File: src/rtl/pwr_state_pkg.sv
package pwr_state_pkg;

    localparam int unsigned PST_W = 5;
    localparam int unsigned ST_RUN    = 0;
    localparam int unsigned ST_HALT   = 1;
    localparam int unsigned ST_DHALT  = 2;
    localparam int unsigned ST_GRANT  = 3;
    localparam int unsigned ST_DGRANT = 4;

    typedef enum logic [3:0] {
        PH_RUN,
        PH_HALT,
        PH_DH_IN,
        PH_DHALT,
        PH_DH_OUT,
        PH_ACK,
        PH_WAIT,
        PH_GRANT,
        PH_DGRANT
    } phase_e;

    typedef struct packed {
        phase_e phase;
        logic   ret_halt;
    } ctl_s;

endpackage

File: src/rtl/halt_join.sv
module halt_join #(
    parameter int unsigned N_CORES = 2
) (
    input  logic [N_CORES-1:0] req,
    output logic               all_set
);
    logic [N_CORES:0] acc;
    assign acc[0] = 1'b1;

    for (genvar g = 0; g < N_CORES; g++) begin : g_and
        assign acc[g+1] = acc[g] & req[g];
    end

    assign all_set = acc[N_CORES];
endmodule

File: src/rtl/grant_timer.sv
module grant_timer #(
    parameter int unsigned GRANT_DLY = 20
) (
    input  logic clk,
    input  logic rst_n,
    input  logic start,
    input  logic run,
    output logic expired
);
    localparam int unsigned CNT_W = (GRANT_DLY > 2) ? $clog2(GRANT_DLY) : 1;
    localparam logic [CNT_W-1:0] LAST = CNT_W'(GRANT_DLY - 1);

    logic [CNT_W-1:0] cnt_d, cnt_q;

    always_comb begin
        cnt_d = cnt_q;
        if (start) begin
            cnt_d = '0;
        end else if (run && cnt_q != LAST) begin
            cnt_d = cnt_q + 1'b1;
        end
    end

    always_ff @(posedge clk or negedge rst_n) begin
        if (!rst_n) begin
            cnt_q <= '0;
        end else begin
            cnt_q <= cnt_d;
        end
    end

    assign expired = run && (cnt_q == LAST);
endmodule

File: src/rtl/pstate_decode.sv
module pstate_decode
    import pwr_state_pkg::*;
(
    input  phase_e             phase,
    output logic [PST_W-1:0]   pstate
);
    always_comb begin
        pstate = '0;
        case (phase)
            PH_HALT, PH_DH_IN:   pstate[ST_HALT]   = 1'b1;
            PH_DHALT, PH_DH_OUT: pstate[ST_DHALT]  = 1'b1;
            PH_GRANT:            pstate[ST_GRANT]  = 1'b1;
            PH_DGRANT:           pstate[ST_DGRANT] = 1'b1;
            PH_ACK, PH_WAIT:     pstate = '0;
            default:             pstate[ST_RUN]    = 1'b1;
        endcase
    end
endmodule

File: src/rtl/pwr_state_ctl.sv
module pwr_state_ctl
    import pwr_state_pkg::*;
#(
    parameter int unsigned N_CORES   = 2,
    parameter int unsigned GRANT_DLY = 20
) (
    input  logic               clk,
    input  logic               rst_n,
    input  logic [N_CORES-1:0] halt_req,
    input  logic               deep_halt_en,
    input  logic               deep_grant_en,
    input  logic               stop_clk_req,
    input  logic               ack_resp,
    input  logic               cpu_reset,
    input  logic               smi_ret,
    input  logic               smi_to_halt,
    input  logic               break_evt,
    input  logic               opp_done,
    output logic [4:0]         pstate,
    output logic               snoop_ok,
    output logic               ack_cycle_req,
    output logic               opp_req,
    output logic               opp_low
);
    ctl_s ctl_d, ctl_q;
    logic all_halted;
    logic tmr_start, tmr_run, tmr_expired;
    logic [PST_W-1:0] dec_state;
    logic [PST_W-1:0] prior_state;

    halt_join #(.N_CORES(N_CORES)) u_join (
        .req     (halt_req),
        .all_set (all_halted)
    );

    grant_timer #(.GRANT_DLY(GRANT_DLY)) u_timer (
        .clk     (clk),
        .rst_n   (rst_n),
        .start   (tmr_start),
        .run     (tmr_run),
        .expired (tmr_expired)
    );

    pstate_decode u_dec (
        .phase  (ctl_q.phase),
        .pstate (dec_state)
    );

    assign tmr_run = (ctl_q.phase == PH_WAIT);

    always_comb begin
        ctl_d     = ctl_q;
        tmr_start = 1'b0;
        case (ctl_q.phase)
            PH_RUN: begin
                if (cpu_reset) begin
                    ctl_d.ret_halt = 1'b0;
                end else if (stop_clk_req) begin
                    ctl_d.ret_halt = 1'b0;
                    ctl_d.phase    = PH_ACK;
                end else if (smi_ret) begin
                    ctl_d.phase = smi_to_halt ? PH_HALT : PH_RUN;
                end else if (all_halted) begin
                    ctl_d.phase = deep_halt_en ? PH_DH_IN : PH_HALT;
                end
            end
            PH_HALT: begin
                if (cpu_reset) begin
                    ctl_d.phase    = PH_RUN;
                    ctl_d.ret_halt = 1'b0;
                end else if (stop_clk_req) begin
                    ctl_d.ret_halt = 1'b1;
                    ctl_d.phase    = PH_ACK;
                end else if (smi_ret) begin
                    ctl_d.phase = smi_to_halt ? PH_HALT : PH_RUN;
                end else if (break_evt) begin
                    ctl_d.phase = PH_RUN;
                end
            end
            PH_DH_IN: begin
                if (opp_done) begin
                    ctl_d.phase = cpu_reset ? PH_DH_OUT : PH_DHALT;
                end
            end
            PH_DHALT: begin
                if (break_evt || cpu_reset) begin
                    ctl_d.phase = PH_DH_OUT;
                end
            end
            PH_DH_OUT: begin
                if (opp_done) begin
                    ctl_d.phase = PH_RUN;
                end
            end
            PH_ACK: begin
                if (cpu_reset) begin
                    ctl_d.phase    = PH_RUN;
                    ctl_d.ret_halt = 1'b0;
                end else if (!stop_clk_req) begin
                    ctl_d.phase = ctl_q.ret_halt ? PH_HALT : PH_RUN;
                end else if (ack_resp) begin
                    ctl_d.phase = PH_WAIT;
                    tmr_start   = 1'b1;
                end
            end
            PH_WAIT: begin
                if (cpu_reset) begin
                    ctl_d.phase    = PH_RUN;
                    ctl_d.ret_halt = 1'b0;
                end else if (!stop_clk_req) begin
                    ctl_d.phase = ctl_q.ret_halt ? PH_HALT : PH_RUN;
                end else if (ack_resp) begin
                    tmr_start = 1'b1;
                end else if (tmr_expired) begin
                    ctl_d.phase = deep_grant_en ? PH_DGRANT : PH_GRANT;
                end
            end
            PH_GRANT, PH_DGRANT: begin
                if (!stop_clk_req) begin
                    ctl_d.phase    = (ctl_q.ret_halt && !cpu_reset) ? PH_HALT : PH_RUN;
                    ctl_d.ret_halt = 1'b0;
                end else if (cpu_reset) begin
                    ctl_d.ret_halt = 1'b0;
                end
            end
            default: begin
                ctl_d.phase    = PH_RUN;
                ctl_d.ret_halt = 1'b0;
            end
        endcase
    end

    always_ff @(posedge clk or negedge rst_n) begin
        if (!rst_n) begin
            ctl_q.phase    <= PH_RUN;
            ctl_q.ret_halt <= 1'b0;
        end else begin
            ctl_q <= ctl_d;
        end
    end

    // while acknowledging or counting, the prior state stays visible
    always_comb begin
        prior_state = '0;
        prior_state[ctl_q.ret_halt ? ST_HALT : ST_RUN] = 1'b1;
    end

    assign pstate        = (ctl_q.phase == PH_ACK || ctl_q.phase == PH_WAIT) ? prior_state : dec_state;
    assign snoop_ok      = pstate[ST_HALT] | pstate[ST_DHALT];
    assign ack_cycle_req = (ctl_q.phase == PH_ACK);
    assign opp_req       = (ctl_q.phase == PH_DH_IN) || (ctl_q.phase == PH_DH_OUT);
    assign opp_low       = (ctl_q.phase == PH_DH_IN);
endmodule

File: config.mk
export PLATFORM = sky130hd
export DESIGN_NAME = pwr_state_ctl
export DESIGN_NICKNAME = d
export VERILOG_FILES = /design/src/rtl/pwr_state_pkg.sv /design/src/rtl/halt_join.sv /design/src/rtl/grant_timer.sv /design/src/rtl/pstate_decode.sv /design/src/rtl/pwr_state_ctl.sv
export SDC_FILE = /design/constraint.sdc
export NUM_CORES = 1
export LEC_CHECK = 0
export ABC_AREA = 1
export BUFFER_PORTS_ARGS = -buffer_cell sky130_fd_sc_hd__buf_2
export CAP_MARGIN = 40
export CELL_PAD_IN_SITES_DETAIL_PLACEMENT = 1
export CELL_PAD_IN_SITES_GLOBAL_PLACEMENT = 1
export CORE_MARGIN = 3
export CORE_UTILIZATION = 39
export CTS_BUF_LIST = sky130_fd_sc_hd__clkbuf_16
export CTS_CLUSTER_SIZE = 28
export DETAILED_ROUTE_END_ITERATION = 7
export PLACE_DENSITY = 0.9
export SLEW_MARGIN = 20
export SYNTH_ARGS = -nofsm -noshare
export SYNTH_HDL_FRONTEND = slang
export SYNTH_SLANG_ARGS = --single-unit
File: constraint.sdc
create_clock -name clk -period 2.5 [get_ports clk]
set_input_delay 0.25 -clock clk [delete_from_list [all_inputs] [get_ports clk]]
set_output_delay 0.25 -clock clk [all_outputs]
set_load 0.005 [all_outputs]
==> results of run 1 <==
## synth_stat cells, drive strengths merged, types with 2 or more instances
master | count | area share (%)
dfrtp | 10 | 25
nor3 | 3 | 1.5
nor2 | 25 | 14
a21oi | 4 | 2.0
nand2 | 57 | 26
o21ai | 6 | 3.4
inv | 24 | 9.1
nand3 | 18 | 10
xor2 | 2 | 1.8
## layout make-up
cell class / count / area [sq um] / area share (%)
tap: 28 / 35.0 / 2.88
inverter: 24 / 90.1 / 7.41
multi-input combinational: 124 / 651 / 53.5
timing repair buffer: 22 / 115 / 9.46
clock buffer: 3 / 75.1 / 6.17
sequential: 10 / 250 / 20.6
## worst max-delay path: cells and delay by family (launching register included)
| family | cells | cell delay (ns) |
|---|---|---|
| compound gates | 1 | 0.08 |
| flops | 1 | 0.43 |
| simple gates | 4 | 0.62 |
| buf+inv | 2 | 0.20 |
## cells by family after synthesis
family	after synthesis
flops	10
compound gates	13
xor+xnor	2
fa+ha+maj	1
simple gates	108
buf+inv	24
## state kept, by name, indices dropped and copies added (netlist names)
name	count
u_timer.cnt_q	5
ctl_q	5
## power groups by stage
stage               registers [mW]  clock network (mW)  logic, mW
finish                       0.302               0.280      0.666
global route                 0.311               0.292      0.744
CTS                          0.300               0.283      0.672
detailed placement           0.301                   0      0.661
global placement             0.294                   0      0.631
floorplan                    0.280                   0      0.475
## worst max-delay path by stage
stage,startpoint,to,depth (start not counted)
floorplan,ctl_q[4]$_DFFE_PN0P_,snoop_ok,6
global placement,ctl_q[1]$_DFFE_PN0P_,snoop_ok,7
detailed placement,ctl_q[2]$_DFFE_PN0P_,snoop_ok,7
CTS,ctl_q[2]$_DFFE_PN0P_,snoop_ok,7
global route,ctl_q[2]$_DFFE_PN0P_,snoop_ok,7
finish,ctl_q[2]$_DFFE_PN0P_,snoop_ok,7
## per-layer routing
| metal | vias up | share of wire, % | wire length [um] |
|---|---|---|---|
| li1 | 551 | - | - |
| met1 | 515 | 41 | 1250 |
| met2 | 19 | 55 | 1700 |
| met3 | 6 | 3.0 | 94 |
| met4 | 0 | 1.4 | 42 |
| met5 | - | 0 | 0 |
## per-stage QoR
| step | instances | power, mW | instance area, sq um |
|---|---|---|---|
| global placement | 207 | 0.925 | 1130 |
| detailed placement | 207 | 0.962 | 1130 |
| finish | 211 | 1.25 | 1220 |
| floorplan | 158 | 0.755 | 991 |
| CTS | 211 | 1.26 | 1220 |
| global route | 211 | 1.35 | 1220 |
==> results.cfg, run 1 <==
[outcome]
status = finished clean

[min_path]
holdCritPathClass = in2async

[sta]
final-hold-violation-count = 0
skew_ns = 0.00172
fin_crit_ns = 1.81
rsz0062_at_grt = no
finalMaxSlewViolations = 0
whs_ns = 0.411
clock.fmax_mhz = 554
worst_pin_slew_ns = 0.328
setup_violations = 0
relSlewSlack_pct = 78.0
tns_ns = 0
fin_ws_ns = 0.694
fin_crit_sh_pct = 72.2

[finish]
mostFrequentLayoutCells = 44 x nand2_1, 21 x inv_1, 21 x buf_2, 18 x nor2_1, 16 x nand3_1
nets = 199
mostFrequentLayoutCell = nand2_1
postLayoutCoreUtil_pct = 52.5
syn_to_final_growth_pct = 22.7
n_fill_cell = 334
drive_above_1_share_pct = 27.3
diodes = 0

[global_route]
grt_pass1_wl_um = 5210
grt_util_met1_pct = 23.0
grt_pass1_vias = 1136
grt-ovfl-total = 0
track_usage_pct = 20.5
top_usage_layer = met2
use_met2_pct = 39.7
grt_max_degree = 11
antenna_found_initial = 0
grt_use_met3_pct = 2.53

[clock_tree]
cts_hold_buf = 1
clock_latency_ns = 0.23
cts_setup_buffers = 0
ctsRootBufferMaster = clkbuf_16
clk_path_buf_depth = 2
cts.clk_slew.worst_paths_ns = 0.04
cts-resized-gates = 0
cts_buffers = 3
cts_tree = yes
htreeDepth = 1
cts.sink_count = 10

[route]
vias = 1091
viasPerCell = 5.17
ant_nets = 0
drt-total-wl_um = 3080
drc = 0
routedWlPerCell_um = 14.6
firstDrtPassIters = 4
drt_first_iter_violations = 14

[floorplanning]
die_h_um = 56.4
rows = 17
num_io_pins = 22
die_area_sq_um = 3180
floorplan.initialDensity_pct = 42.7
die_w_um = 56.4
core_area_sq_um = 2320

[yosys]
netlist_instances = 158
synthXorXnorAreaFrac_pct = 1.77
synth_warnings = 0
synth_compound_area_share_pct = 7.58
synth_top_family_by_area = simple AND/OR/NAND/NOR gates
synth.distinct_cells = 27
synthMuxAreaShare_pct = 0
synth_nets = 172
synth-simple-area-share_pct = 55.1
synth_flop_cell = dfrtp_1
ys_ff_latch = 10
async_flop_share_pct = 100
synthesis.area_sq_um = 991
synth_edf_count = 0
synthAdderAreaFrac_pct = 1.26
avgSynthCellArea_sq_um = 6.27
seq_area_frac_synth_pct = 25.3

[power]
p_int_mw = 0.670
p_comb_share_pct = 53.4
ir_drop_v = 0.000617
p_sw_mw = 0.577
power_switching_share_pct = 46.3
clkPwrFrac_pct = 22.4
cellLeakagePower_nw = 0.714
powerDensity_nw_per_um2 = 1030
p_seq_share_pct = 24.2

[critical_path]
cp-end-kind = primary output
rr_endpoint = ctl_q[1]$_DFFE_PN0P_
critPathRequiredTime_ns = 2.25
start_kind = register
critPathArrivalTime_ns = 1.56
critPathKind = reg2out
critical_path.max_stage_delay_ns = 0.43
cp_max_fo = 5
r2r_cells = 9
reg2reg_slack_ns = 0.96
path_cells = inv_1 -> nand2_1 -> nor2_4 -> nor2_2 -> o21ai_1 -> or2_1 -> buf_2
worstReg2RegStart = ctl_q[2]$_DFFE_PN0P_
crit_slowest_cell = dfrtp_1

[place]
dp_hpwl_um = 2570
io_buffers = 21
pre_cts_slack_ns = 0.952
gp_congestion = 0.842

[flow_run]
cap_violations = 0
No activity file was read; power rests on OpenSTA's default activity.
==> run 2: changes to the inputs <==
--- a/config.mk
+++ b/config.mk
@@ -5,17 +5,17 @@
 export SDC_FILE = /design/constraint.sdc
 export NUM_CORES = 1
 export LEC_CHECK = 0
-export ABC_AREA = 1
+export ABC_AREA = 0
 export BUFFER_PORTS_ARGS = -buffer_cell sky130_fd_sc_hd__buf_2
 export CAP_MARGIN = 40
 export CELL_PAD_IN_SITES_DETAIL_PLACEMENT = 1
 export CELL_PAD_IN_SITES_GLOBAL_PLACEMENT = 1
 export CORE_MARGIN = 3
-export CORE_UTILIZATION = 39
+export CORE_UTILIZATION = 38
 export CTS_BUF_LIST = sky130_fd_sc_hd__clkbuf_16
 export CTS_CLUSTER_SIZE = 28
 export DETAILED_ROUTE_END_ITERATION = 7
-export PLACE_DENSITY = 0.9
+export PLACE_DENSITY = 0.85
 export SLEW_MARGIN = 20
 export SYNTH_ARGS = -nofsm -noshare
 export SYNTH_HDL_FRONTEND = slang
==> constraint.sdc (replaced) <==
create_clock -name clk -period 1.7 [get_ports clk]
set_input_delay 0.17 -clock clk [delete_from_list [all_inputs] [get_ports clk]]
set_output_delay 0.17 -clock clk [all_outputs]
set_load 0.005 [all_outputs]
==> results.cfg, run 2 <==
[clock_tree]
clock_latency_ns = 0.25
cts.clk_slew.worst_paths_ns = 0.05
cts_tree = yes
htreeDepth = 1
cts_buffers = 3
clk_path_buf_depth = 2
ctsRootBufferMaster = clkbuf_16
cts.sink_count = 10

[route]
vias = 1414
drt-total-wl_um = 5880
viasPerCell = 6.43
drt_first_iter_violations = 89
ant_nets = 0
drc = 0
routedWlPerCell_um = 26.7
firstDrtPassIters = 4

[yosys]
synth_warnings = 0
netlist_instances = 130
synth_top_area_share_pct = 25.5
async_flop_share_pct = 100
synth_flop_cell = dfrtp_1
avgSynthCellArea_sq_um = 7.56
synth.distinct_cells = 43
synth_edf_count = 0
synth_nets = 144
synth.area.top_cells = dfrtp_1 25%, nor2_1 6.1%, a21oi_1 5.1%
yosys-top-cells-count = 16 x nor2_1, 10 x a21oi_1, 10 x dfrtp_1, 10 x o21ai_0
seq_area_frac_synth_pct = 25.5
ys_ff_latch = 10
synthesis.area_sq_um = 982
synthMostInstantiatedCell = nor2_1
yosys.area.top_type = dfrtp_1

[floorplanning]
num_io_pins = 22
rows = 17
die_area_sq_um = 3230
core_area_sq_um = 2340
die_w_um = 56.8
die_h_um = 56.8
floorplan.initialDensity_pct = 42.0

[critical_path]
critical_path.max_stage_delay_ns = 0.44
rr_endpoint = ctl_q[1]$_DFFE_PN0P_
reg2reg_slack_ns = -0.28
r2r_cells = 6
critPathArrivalTime_ns = 2.13
crit_slowest_cell = dfrtp_2
path_cells = or3_4 -> o211ai_1 -> a31oi_2 -> o2111ai_2 -> a21oi_2 -> a221oi_2
critPathKind = reg2reg
critPathRequiredTime_ns = 1.84
cp_max_fo = 5
worstReg2RegStart = ctl_q[1]$_DFFE_PN0P_
cp-end-kind = register
start_kind = register

[sta]
setup_violations = 10
whs_ns = 0.331
clock.fmax_mhz = 504
worst_pin_slew_ns = 0.464
fin_crit_sh_pct = 117
finalMaxSlewViolations = 0
tns_ns = -1.30
fin_crit_ns = 1.98
skew_ns = 0.000695
rsz0062_at_grt = yes
fin_ws_ns = -0.284
relSlewSlack_pct = 68.8
final-hold-violation-count = 0

[finish]
postLayoutCoreUtil_pct = 69.1
diodes = 0
syn_to_final_growth_pct = 64.7
nets = 207
multi_input_area_sq_um = 734
regArea_sq_um = 254
n_fill_cell = 279
reg_top3 = ctl_q: 5 flops, u_timer.cnt_q: 5 flops
mostFrequentLayoutCells = 39 x buf_4, 21 x buf_2, 11 x nor2_1, 9 x o21ai_0, 8 x a21oi_1
drive_above_1_share_pct = 52.1
final_cells = 220
mostFrequentLayoutCell = buf_4
design_area_sq_um = 1620

[global_route]
grt_max_degree = 11
grt-ovfl-total = 0
antenna_found_initial = 0
track_usage_pct = 31.4
grt_pass1_vias = 1426
grt_pass1_wl_um = 7660

[place]
gp_congestion = 0.878
post_dp_cell_area_sq_um = 1280
dp_hpwl_um = 3000
post-place-cells = 199
io_buffers = 21
pre_cts_slack_ns = -0.226

[outcome]
status = finished with violations
violations = setup timing

[power]
total_power_mw = 3.44
ir_drop_v = 0.00132
powerDensity_nw_per_um2 = 2130
cellLeakagePower_nw = 0.735

[min_path]
holdCritPathClass = in2async

[flow_run]
cap_violations = 0
[run 2: layer usage]
metal  vias to the layer above  part of all wire (%)  track usage (%)
met5                         -                     0                0
met4                         0                   4.6             13.9
met3                        31                    10             3.91
met2                       110                    47             54.6
met1                       676                    38             38.2
li1                        597                     -                -
[run 2: critical path, delay by kind of cell, from the launching register on]
kind	cells	cell delay (ns)
AOI/OAI and AO/OA	5	1.02
and+or+nand+nor	1	0.42
DFF	1	0.44
[run 2: cells by family (layout without fill, tap and decap cells)]
family          Yosys count  count (layout)  synth area share [%]
mux                       2               2                  2.17
xor+xnor                  5               5                  4.46
buf+inv                  17              79                  9.04
compound gates           37              37                  25.0
fa+ha+maj                 1               1                  1.27
flops                    10              10                  25.5
simple gates             58              58                  32.6
[run 2: how the worst max path moves through the flow]
stage | from | end | slack [ns] | cells past startpoint
4_1_cts | ctl_q[1]$_DFFE_PN0P_ | ctl_q[1]$_DFFE_PN0P_ | -0.22 | 6
5_1_grt | ctl_q[2]$_DFFE_PN0P_ | ctl_q[2]$_DFFE_PN0P_ | -0.33 | 7
6_report | ctl_q[1]$_DFFE_PN0P_ | ctl_q[1]$_DFFE_PN0P_ | -0.28 | 6
3_5_place_dp | ctl_q[2]$_DFFE_PN0P_ | ctl_q[1]$_DFFE_PN0P_ | -0.23 | 6
3_3_place_gp | ctl_q[2]$_DFFE_PN0P_ | ctl_q[1]$_DFFE_PN0P_ | -0.12 | 6
2_1_floorplan | u_timer.cnt_q[0]$_DFFE_PN0P_ | ctl_q[2]$_DFFE_PN0P_ | 0.0002 | 7
[run 2: layout make-up]
type / count / area share [%]
Multi-Input combinational cell: 103 / 45.4
Timing Repair Buffer: 68 / 30.1
Sequential cell: 10 / 15.7
Clock buffer: 3 / 4.64
Tap cell: 28 / 2.17
Inverter: 7 / 1.78
Clock inverter: 1 / 0.232
[run 2: what timing repair did]
| item | CTS | global route |
|---|---|---|
| resized for setup | 16 | 19 |
| pin swaps | 7 | 5 |
| setup endpoints to repair | 9 | 15 |
| buffers inserted | 9 | 7 |
| hold buffers | 1 | 0 |
| endpoints found under the hold margin | 10 | 0 |
[run 2: power by group]
group | internal (mW) | leakage, nW | switching (mW)
clock | 0.312 | 0.0385 | 0.150
combinational | 1.19 | 0.573 | 1.30
sequential | 0.352 | 0.123 | 0.139
